==> src/rtl/keyrx_pkg.sv <==
// Shared sizing for the cipher receiver.
// Assumes: one word equals one byte of recovered data.
package keyrx_pkg;
    parameter int unsigned KRX_WORD_W = 8;
    parameter logic [7:0]  KRX_RESET_KEY = 8'h00;
endpackage

==> src/rtl/keyrx_key_rotator.sv <==
// Circular key register: captures a pattern on load and rotates right by
// one place on each step, exposing bit 0 as the current key bit.
// Assumes: load and step are never high together (load wins).
module keyrx_key_rotator #(
    parameter int unsigned WIDTH = keyrx_pkg::KRX_WORD_W
) (
    input  logic             clk,
    input  logic             rst_n,
    input  logic             load,
    input  logic [WIDTH-1:0] pattern,
    input  logic             step,
    output logic             key_bit
);
    logic [WIDTH-1:0] key_q;

    // Purpose: hold the key, capture on load, rotate right on step.
    always_ff @(posedge clk) begin
        if (!rst_n) begin
            key_q <= WIDTH'(keyrx_pkg::KRX_RESET_KEY);
        end else if (load) begin
            key_q <= pattern;
        end else if (step) begin
            key_q <= {key_q[0], key_q[WIDTH-1:1]};
        end
    end

    assign key_bit = key_q[0];

    // A rotation neither creates nor loses key bits.
    p_rotate_keeps_ones_r3: assert property (@(posedge clk) disable iff (!rst_n)
        (step && !load) |=> ($countones(key_q) == $countones($past(key_q))));
endmodule

==> src/rtl/keyrx_sipo.sv <==
// Serial-in parallel-out capture: new bit enters the top, register shifts right.
// Assumes: clear has priority over shift.
module keyrx_sipo #(
    parameter int unsigned WIDTH = keyrx_pkg::KRX_WORD_W
) (
    input  logic             clk,
    input  logic             rst_n,
    input  logic             clear,
    input  logic             shift,
    input  logic             din,
    output logic [WIDTH-1:0] word
);
    logic [WIDTH-1:0] word_q;

    // Purpose: collect plain bits, first bit drifting down to bit 0.
    always_ff @(posedge clk) begin
        if (!rst_n || clear) begin
            word_q <= '0;
        end else if (shift) begin
            word_q <= {din, word_q[WIDTH-1:1]};
        end
    end

    assign word = word_q;

    // The newest bit lands in the top position.
    p_msb_entry_r4: assert property (@(posedge clk) disable iff (!rst_n)
        (shift && !clear) |=> (word_q[WIDTH-1] == $past(din)));
    // Idle cycles leave the capture untouched.
    p_hold_when_idle_r9: assert property (@(posedge clk) disable iff (!rst_n)
        (!shift && !clear) |=> $stable(word_q));
endmodule

==> src/rtl/keyrx_onehot.sv <==
// Gated one-hot decoder of a WIDTH-bit value into 2**WIDTH lines.
// Assumes: ENABLE selects whether the decode exists at all.
module keyrx_onehot #(
    parameter int unsigned WIDTH  = keyrx_pkg::KRX_WORD_W,
    parameter bit          ENABLE = 1'b1,
    localparam int unsigned LINES = 1 << WIDTH
) (
    input  logic             clk,
    input  logic             rst_n,
    input  logic             en,
    input  logic [WIDTH-1:0] value,
    output logic [LINES-1:0] lines
);
    generate
        if (ENABLE) begin : g_decode
            for (genvar i = 0; i < LINES; i++) begin : g_line
                // Purpose: raise line i when enabled and the value matches.
                assign lines[i] = en && (value == WIDTH'(i));
            end
            // Exactly one line when enabled.
            p_one_line_r7: assert property (@(posedge clk) disable iff (!rst_n)
                en |-> ($countones(lines) == 1));
        end else begin : g_none
            assign lines = '0;
        end
    endgenerate

    // No line while disabled.
    p_quiet_when_off_r7: assert property (@(posedge clk) disable iff (!rst_n)
        !en |-> (lines == '0));
endmodule

==> src/rtl/keyrx_top.sv <==
// Cipher receiver top: gates bits on authorisation, XORs each with the
// rotating key bit, assembles words and flags each completed one.
// Assumes: auth_grant and bit_valid are synchronous levels; a bit offered
// in the same cycle as auth_grant is dropped.
module keyrx_top #(
    parameter int unsigned WORD_W    = keyrx_pkg::KRX_WORD_W,
    parameter bit          DECODE_EN = 1'b1,
    localparam int unsigned CNT_W    = $clog2(WORD_W),
    localparam int unsigned LINES    = 1 << WORD_W,
    localparam logic [CNT_W-1:0] LAST_IDX = CNT_W'(WORD_W - 1)
) (
    input  logic              clk,
    input  logic              rst_n,
    input  logic              auth_grant,
    input  logic [WORD_W-1:0] key_pattern,
    input  logic              bit_valid,
    input  logic              cipher_bit,
    output logic              key_armed,
    output logic [WORD_W-1:0] byte_out,
    output logic              byte_valid,
    output logic [LINES-1:0]  byte_onehot
);
    logic             armed_q;
    logic [CNT_W-1:0] idx_q;
    logic             valid_q;
    logic             key_bit;
    logic             accept;
    logic             last_bit;

    assign accept   = bit_valid && armed_q && !auth_grant;
    assign last_bit = accept && (idx_q == LAST_IDX);

    // Purpose: track authorisation, bit position in word and completion pulse.
    always_ff @(posedge clk) begin
        if (!rst_n) begin
            armed_q <= 1'b0;
            idx_q   <= '0;
            valid_q <= 1'b0;
        end else begin
            valid_q <= last_bit;
            if (auth_grant) begin
                armed_q <= 1'b1;
                idx_q   <= '0;
            end else if (accept) begin
                idx_q <= last_bit ? '0 : idx_q + 1'b1;
            end
        end
    end

    keyrx_key_rotator #(.WIDTH(WORD_W)) i_key (
        .clk     (clk),
        .rst_n   (rst_n),
        .load    (auth_grant),
        .pattern (key_pattern),
        .step    (accept),
        .key_bit (key_bit)
    );

    keyrx_sipo #(.WIDTH(WORD_W)) i_sipo (
        .clk   (clk),
        .rst_n (rst_n),
        .clear (auth_grant),
        .shift (accept),
        .din   (cipher_bit ^ key_bit),
        .word  (byte_out)
    );

    keyrx_onehot #(.WIDTH(WORD_W), .ENABLE(DECODE_EN)) i_dec (
        .clk   (clk),
        .rst_n (rst_n),
        .en    (valid_q),
        .value (byte_out),
        .lines (byte_onehot)
    );

    assign key_armed  = armed_q;
    assign byte_valid = valid_q;

    // Completion flag never lasts two cycles.
    p_valid_single_r6: assert property (@(posedge clk) disable iff (!rst_n)
        byte_valid |=> !byte_valid);
    // Unarmed receiver is inert.
    p_unarmed_inert_r8: assert property (@(posedge clk) disable iff (!rst_n)
        (!key_armed && !auth_grant) |=> ($stable(byte_out) && !byte_valid));
    // Authorisation always arms and clears the capture.
    p_auth_arms_r2: assert property (@(posedge clk) disable iff (!rst_n)
        auth_grant |=> (key_armed && byte_out == '0 && !byte_valid));
endmodule

==> config.mk <==
export PLATFORM = sky130hd
export DESIGN_NAME = keyrx_top
export DESIGN_NICKNAME = d
export VERILOG_FILES = /design/src/rtl/keyrx_pkg.sv /design/src/rtl/keyrx_key_rotator.sv /design/src/rtl/keyrx_sipo.sv /design/src/rtl/keyrx_onehot.sv /design/src/rtl/keyrx_top.sv
export SDC_FILE = /design/constraint.sdc
export NUM_CORES = 1
export LEC_CHECK = 0
export BUFFER_PORTS_ARGS = -buffer_cell sky130_fd_sc_hd__buf_2
export CAP_MARGIN = 0
export CORE_AREA = 2 2 107 109
export DETAILED_ROUTE_END_ITERATION = 16
export DIE_AREA = 0 0 109 111
export PLACE_DENSITY_LB_ADDON = 0.1
export SYNTH_ARGS = -nofsm -noshare
export SYNTH_HDL_FRONTEND = slang
export SYNTH_SLANG_ARGS = --single-unit
==> constraint.sdc <==
create_clock -name clk -period 1.6 [get_ports clk]
set_input_delay 0.32 -clock clk [delete_from_list [all_inputs] [get_ports clk]]
set_output_delay 0.32 -clock clk [all_outputs]
set_load 0.02 [all_outputs]
==> results of run 1 <==
==> repair_timing <==
item,4_1_cts
cloned,22
resized for setup,237
endpoints found under the setup margin,256
pin swaps,24
setup buffers,21
==> cell families after synthesis <==
group | synth area share (%)
AND/OR/NAND/NOR | 61.1
adder cells (fa/ha/maj) | 0.799
XOR/XNOR | 0.280
AO/OA/AOI/OAI | 9.95
buffers and inverters | 14.5
flip-flops | 13.4
==> metrics by stage <==
stage / setup TNS [ns] / setup WS [ns]
2_1_floorplan: -36.31 / -0.308
3_3_place_gp: -30.49 / -0.349
4_1_cts: -100.06 / -0.603
3_5_place_dp: -32.45 / -0.345
==> run_results.csv, run 1 <==
group,metric,value,unit
placed_design,hpwl,11.9,mm
placed_design,place_area,0.00807,mm²
synthesis,synth_nets,494,
outcome,error,"[ERROR DPL-0038] Utilization greater than 100%, impossible to legalize",
synthesis,synthFlopType,"dfxtp_1",
sta,postGrtWorstEndpoint,"byte_onehot[14]",
clocking,cts.root.buffer_cell,"clkbuf_16",
die,initial_core_util,28.3,%
synthesis,synth_edf_count,0,
placed_design,port_buffers,278,
placed_design,post-place-cells,878,
synthesis,yosysSeqAreaShare,13.4,%
die,die_h,111,µm
outcome,lastStage,"global routing (5_1_grt)",
synthesis,synth_top_cells_by_area,"nor3_1 (36%), dfxtp_1 (13%), nor4_2 (12%)",
die,die-width,109,µm
synthesis,yosysTopAreaCell,"nor3_1",
synthesis,synthArstFlopShare,0,%
sta,worst_endpoint_kind,"top-level output",
outcome,status,"stopped before the end",
synthesis,synthTopCellsByCount,"nor3_1 (224), clkbuf_1 (58), nor4_2 (29), dfxtp_1 (21), buf_1 (20)",
synthesis,post-synth-top-count-cell,"nor3_1",
synthesis,yosysTopAreaCellShare,35.8,%
clocking,cts.sinks,21,
synthesis,synth.ff_latch_count,21,
placed_design,routabilityCongestion,0.878,
die,rows,39,
die,io_pins,279,
synthesis,syn_inst,479,
clocking,htree_num_levels,1,
synthesis,synth.distinct_cells,30,
global_routing,grt_max_degree,42,
synthesis,ys_warn_count,0,
clocking,cts_buffers,3,
synthesis,synth_area,0.00313,mm²
synthesis,syn_area_per_cell,6.54,µm²
clocking,clock_path_buffers,2,
clocking,holdBufCountCts,0,
==> run 2, diff against run 1 <==
--- a/config.mk
+++ b/config.mk
@@ -7,10 +7,10 @@
 export LEC_CHECK = 0
 export BUFFER_PORTS_ARGS = -buffer_cell sky130_fd_sc_hd__buf_2
 export CAP_MARGIN = 0
-export CORE_AREA = 2 2 107 109
+export CORE_AREA = 2 2 108 110
 export DETAILED_ROUTE_END_ITERATION = 16
-export DIE_AREA = 0 0 109 111
-export PLACE_DENSITY_LB_ADDON = 0.1
+export DIE_AREA = 0 0 110 112
+export PLACE_DENSITY_LB_ADDON = 0.15
 export SYNTH_ARGS = -nofsm -noshare
 export SYNTH_HDL_FRONTEND = slang
 export SYNTH_SLANG_ARGS = --single-unit
==> constraint.sdc (replaced) <==
create_clock -name clk -period 2.1 [get_ports clk]
set_input_delay 0.42 -clock clk [delete_from_list [all_inputs] [get_ports clk]]
set_output_delay 0.42 -clock clk [all_outputs]
set_load 0.02 [all_outputs]
==> run 2 against run 1 <==
Compared with the run above: the flow now finishes, with violations (negative setup slack); synthesized cell count is the same; area after synthesis is the same.
==> run_results.csv, run 2 <==
group,metric,value,unit
outcome,status,"finished, violations left",
outcome,violations,"negative setup slack",
synthesis,yosysTopAreaCell,"nor3_1",
clocking,holdBufCountCts,0,
pwr,p_per_area,124,mW/mm²
synthesis,synthFlopType,"dfxtp_1",
critical_path,r2r_cells,4,
critical_path,slowest_delay,0.55,ns
pwr,pwr-share-seq,45.1,%
critical_path,cp-start-kind,"register",
synthesis,syn_area_per_cell,6.54,µm²
synthesis,synth.distinct_cells,30,
cells_and_area,area_delta_synth_final,139,%
job,maxCapViolations,0,
routing,ant_nets,0,
synthesis,ys_warn_count,0,
min_path,whs_path_depth,3,
synthesis,synth_top_cells_by_area,"nor3_1 (36%), dfxtp_1 (13%), nor4_2 (12%)",
clocking,cts_tree,"built",
cells_and_area,n_antenna_cell,0,
routing,wirelength,19.4,mm
sta,slew_headroom,60.8,%
clocking,cts.root.buffer_cell,"clkbuf_16",
die,die_h,112,µm
critical_path,crit_arrival,1.85,ns
cells_and_area,multi_input_area,0.00371,mm²
die,io_pins,279,
die,die-width,110,µm
pwr,power_switching_share,23.0,%
sta,skew,0.00132,ns
critical_path,setup.worst_path.end_class,"output port",
clocking,clk_pin_slew,0.05,ns
sta,whs,0.503,ns
synthesis,synthArstFlopShare,0,%
synthesis,syn_inst,479,
clocking,clock_path_buffers,2,
sta,fin_crit_sh,108,%
clocking,cts_buffers,3,
synthesis,yosysSeqAreaShare,13.4,%
cells_and_area,final_cell_count_no_fill,888,
synthesis,synth.ff_latch_count,21,
cells_and_area,fin_nets,761,
synthesis,synth_nets,494,
sta,finalHoldViolCount,0,
placed_design,hpwl,10.2,mm
synthesis,synth_area,0.00313,mm²
pwr,p_comb_share,12.2,%
cells_and_area,drive_above_1_share,78.5,%
pwr,p_leak,0.00345,µW
sta,setup_viol,51,
die,dieArea,0.0123,mm²
global_routing,grt-ovfl-total,0,
routing,wl_per_cell,21.8,µm
die,initial_core_util,28.0,%
placed_design,routabilityCongestion,0.787,
sta,grt_setup_unrepaired,"true",
pwr,p_int,713,µW
routing,firstDrtPassIters,7,
global_routing,grt_antenna_before_repair,0,
placed_design,port_buffers,278,
critical_path,path_max_fanout,16,
routing,vias,5172,
clocking,htree_num_levels,1,
routing,drcViolationCount,0,
global_routing,grt_use_total,23.9,%
pwr,p_sw,213,µW
placed_design,post-place-cells,849,
critical_path,criticalPathCategory,"reg2out",
synthesis,post-synth-top-count-cell,"nor3_1",
synthesis,synthTopCellsByCount,"nor3_1 (224), clkbuf_1 (58), nor4_2 (29), dfxtp_1 (21), buf_1 (20)",
critical_path,path_cells,"or4b_1 -> buf_6 -> nor3_1 -> buf_2",
sta,slew_viol_final,0,
pwr,clkPwrFrac,42.7,%
routing,drt_iter0_drc,569,
cells_and_area,n_fill_cell,887,
cells_and_area,final_common_cell,"buf_4",
global_routing,grt_max_degree,65,
cells_and_area,regArea,447,µm²
die,rows,39,
routing,via_per_inst,5.82,
min_path,holdCritPathClass,"in2reg",
critical_path,cpMaxStageDelayCell,"or4b_1",
pwr,ir_drop,0.398,mV
synthesis,yosysTopAreaCellShare,35.8,%
critical_path,worst_ep_required_time,1.68,ns
sta,worst_slew_pin_slew,0.587,ns
synthesis,synth_edf_count,0,
clocking,cts.sinks,21,
sta,max_clock_freq,0.441,GHz
global_routing,grt_pass1_vias,4153,
sta,worst_slack,-0.170,ns
cells_and_area,final_cell_mix,"buf_4 (140), buf_2 (135), nor3_2 (108)",
die,core-area,0.0112,mm²
clocking,insertion_delay,0.25,ns
sta,min_period,2.27,ns
global_routing,grt_pass1_wl,23.8,mm
## run 2: what timing repair did
item,CTS,global route
endpoints found under the setup margin,164,166
gates resized for setup,100,262
buffers inserted,13,5
gates cloned,6,13
pin swaps,24,55
## run 2: final timing paths
check	start	endpoint	slack [ns]
hold / removal	key_pattern[3]	i_key.key_q[3]	0.50
setup reg to reg	idx_q[0]	idx_q[0]	0.69
setup / recovery	i_sipo.word[4]	byte_onehot[143]	-0.17
hold reg to reg	i_sipo.word[3]	i_sipo.word[2]	0.53
## run 2: final cells by class
cell class              instances  area share (%)
flip-flops and latches         21            5.98
clock buffers                   4            1.05
repair buffers                364            41.0
well taps                     143            2.39
multi-input cells             356            49.6
## run 2: power by group through the flow
stage | sequential [µW] | combinational (µW) | clock (µW)
after floorplan | 429 | 74.5 | 0
after global placement | 433 | 99.4 | 0
after detailed placement | 434 | 103 | 0
after CTS | 420 | 110 | 407
after global routing | 420 | 125 | 427
final | 417 | 113 | 396
## run 2: stage by stage
step	setup slack, ns	total power (µW)	TNS [ns]	area, µm²	util, %
3_5_place_dp	0.108	536	0	5550	49.6
5_1_grt	-0.322	971	-6.07	7470	66.9
4_1_cts	-0.0646	937	-0.857	6180	55.3
2_1_floorplan	-0.136	504	-6.07	3870	-
6_report	-0.170	926	-1.63	7470	66.9
3_3_place_gp	0.0898	532	0	5550	49.6
## run 2: cells by family (layout without fill, tap and decap cells)
logic type	count (synthesis)	count (layout)	share of synthesized area [%]
xor gates and xnor gates	1	1	0.280
AOI/OAI and AO/OA	39	39	9.95
buffers and inverters	102	368	14.5
and+or+nand+nor	314	314	61.1
adders and majority gates	2	2	0.799
DFF	21	21	13.4
## run 2: worst max-delay path, delay by kind of cell (launching register included)
family | cells | cell delay, ns
AND/OR/NAND/NOR | 2 | 0.79
flip-flops | 1 | 0.36
buffers and inverters | 2 | 0.44
## run 2: routing by layer
| layer | vias up | wire length, µm | global-route usage, % |
|---|---|---|---|
| li1 | 2317 | - | - |
| met1 | 2525 | 7630 | 32.3 |
| met2 | 271 | 9690 | 41.7 |
| met3 | 59 | 1400 | 1.58 |
| met4 | 0 | 680 | 3.97 |
| met5 | - | 0 | 0 |
Note: power is estimated with default switching activity, not from simulation.
==> run 3, diff against run 2 <==
--- a/config.mk
+++ b/config.mk
@@ -14,3 +14,4 @@
 export SYNTH_ARGS = -nofsm -noshare
 export SYNTH_HDL_FRONTEND = slang
 export SYNTH_SLANG_ARGS = --single-unit
+export TNS_END_PERCENT = 30
==> run 3 against run 2 <==
Compared with the run above: the flow still finishes with violations (negative setup slack); worst setup slack improved by 0.12 ns; sequential power up 1%; register-to-register slack worse by 0.22 ns; die area unchanged; clock skew is essentially flat; clock power about the same; wire length fell by 14%.
==> run_results.csv, run 3 (same netlist as run 2, synthesis figures left out) <==
group,metric,value,unit
sta,worst_slew_pin_slew,0.610,ns
global_routing,grt-ovfl-total,0,
sta,whs,0.499,ns
die,dieArea,0.0123,mm²
routing,drt_iter0_drc,321,
cells_and_area,n_antenna_cell,0,
sta,setup_viol,51,
clocking,cts_buffers,3,
routing,wl_met3,1.08,mm
cells_and_area,drive_above_1_share,72.7,%
pwr,p_per_area,148,mW/mm²
routing,vias,4817,
cells_and_area,fin_nets,740,
routing,firstDrtPassIters,4,
critical_path,path_buf_inv,2,
critical_path,cp-start-kind,"register",
pwr,p_total,926,µW
clocking,htree_num_levels,1,
placed_design,hpwl,10.4,mm
sta,fin_crit_sh,103,%
critical_path,r2r_start,"key_armed",
clocking,clk_pin_slew,0.06,ns
critical_path,crit_path_start,"i_sipo.word[4]",
routing,routed.top_layer,"met4",
routing,drcViolationCount,0,
global_routing,grt_antenna_before_repair,0,
routing,via_per_inst,5.56,
die,initial_core_util,28.0,%
critical_path,cpMaxStageDelayCell,"or3b_4",
global_routing,grt_pass1_vias,3951,
routing,met2WireLength,8.62,mm
sta,grt_setup_unrepaired,"true",
job,maxCapViolations,0,
cells_and_area,n_fill_cell,1022,
routing,ant_nets,0,
critical_path,critical_path.top_delay_family,"simple AND/OR/NAND/NOR gates",
die,die-width,110,µm
critical_path,criticalPathCategory,"reg2out",
clocking,insertion_delay,0.25,ns
sta,finalHoldViolCount,0,
clocking,clock_path_buffers,2,
placed_design,port_buffers,278,
cells_and_area,final_common_cell,"buf_4",
die,io_pins,279,
sta,max_clock_freq,0.464,GHz
die,rows,39,
clocking,cts.sinks,21,
routing,wl_met1,6.73,mm
sta,min_period,2.15,ns
global_routing,grt_pass1_wl,22.4,mm
min_path,min_from,"key_pattern[0]",
die,core-area,0.0112,mm²
min_path,holdCritPathClass,"in2reg",
sta,worst_slack,-0.0534,ns
pwr,ir_drop,0.263,mV
cells_and_area,final_cell_mix,"buf_4 (157), buf_2 (147), nor3_2 (107)",
global_routing,grt_max_degree,42,
pwr,p_leak,0.00266,µW
global_routing,grt_use_total,22.5,%
critical_path,worst_ep_required_time,1.68,ns
critical_path,crit_arrival,1.73,ns
cells_and_area,area_delta_synth_final,100,%
clocking,cts.root.buffer_cell,"clkbuf_16",
outcome,status,"finished, violations left",
critical_path,path_max_fanout,16,
outcome,violations,"negative setup slack",
placed_design,routabilityCongestion,0.809,
sta,slew_headroom,59.3,%
die,die_h,112,µm
sta,slew_viol_final,0,
routing,wirelength,16.6,mm
critical_path,slowest_delay,0.44,ns
routing,wl_per_cell,19.2,µm
sta,skew,0.00168,ns
critical_path,setup.worst_path.end_class,"output port",
critical_path,path_cells,"or3b_4 -> clkbuf_16 -> nor4_1 -> buf_2",
clocking,cts_tree,"built",
-- run 3: cell types whose count changed in the layout (fill, tap and decap cells not counted), moves of 3 or more --
| cell | delta |
|---|---|
| buf_4 | +17 |
| nor3_4 | -33 |
| buf_6 | -37 |
| nor4_2 | +26 |
| nor4_4 | -27 |
| nor3_1 | +34 |
| buf_16 | -6 |
| clkbuf_16 | -4 |
| dfxtp_1 | +5 |
| dfxtp_2 | -3 |
| buf_12 | -5 |
| buf_2 | +12 |
-- run 3: cell type report --
type	count	area, µm²	share of cell area [%]
Clock buffer	4	78.8	1.26
Multi-Input combinational cell	356	3070	49.0
Sequential cell	21	435	6.95
Tap cell	143	179	2.86
Timing Repair Buffer	343	2500	39.9
-- run 3: path summary, 6_finish.rpt --
kind                      to  slack, ns  cells past startpoint
min           i_key.key_q[0]       0.50                      3
max          byte_onehot[79]      -0.05                      4
min reg2reg   i_sipo.word[6]       0.53                      2
max reg2reg         idx_q[0]       0.47                      3
-- run 3: report_power, final --
group	total, µW	internal, µW	switching, µW
Sequential	421	408	12.7
Clock	397	258	139
Combinational	108	46.1	61.8
Total	926	712	213
-- run 3: worst min-delay path, cell delays in order --
cell      delay (ns)
buf_2           0.07
nand2b_1        0.08
o311a_1         0.14
-- run 3: through the flow --
step	util (%)	instance area, µm²	instances	setup TNS [ns]	worst slack [ns]
after floorplan	-	3310	479	-6.31	-0.136
after global placement	43.3	4840	844	0	0.0918
after detailed placement	43.3	4840	844	0	0.0395
after CTS	48.1	5380	860	-1.28	-0.0697
after global routing	56.0	6260	867	-7.99	-0.331
final	56.0	6260	867	-1.10	-0.0534
-- run 3: per-layer routing --
layer  vias to the layer above  global-route usage, %
met3                        19                   1.81
met4                         0                   2.53
met2                       197                   41.8
met1                      2356                   28.7
met5                         -                      0
li1                       2245                      -
-- run 3: what timing repair did --
| action | CTS | global route |
|---|---|---|
| gates cloned | 3 | 3 |
| gates resized for setup | 97 | 205 |
| pin swaps | 12 | 3 |
| hold endpoints to repair | 0 | 0 |
| setup buffers | 9 | 4 |
| setup endpoints to repair | 168 | 204 |
| hold buffers | 0 | 0 |
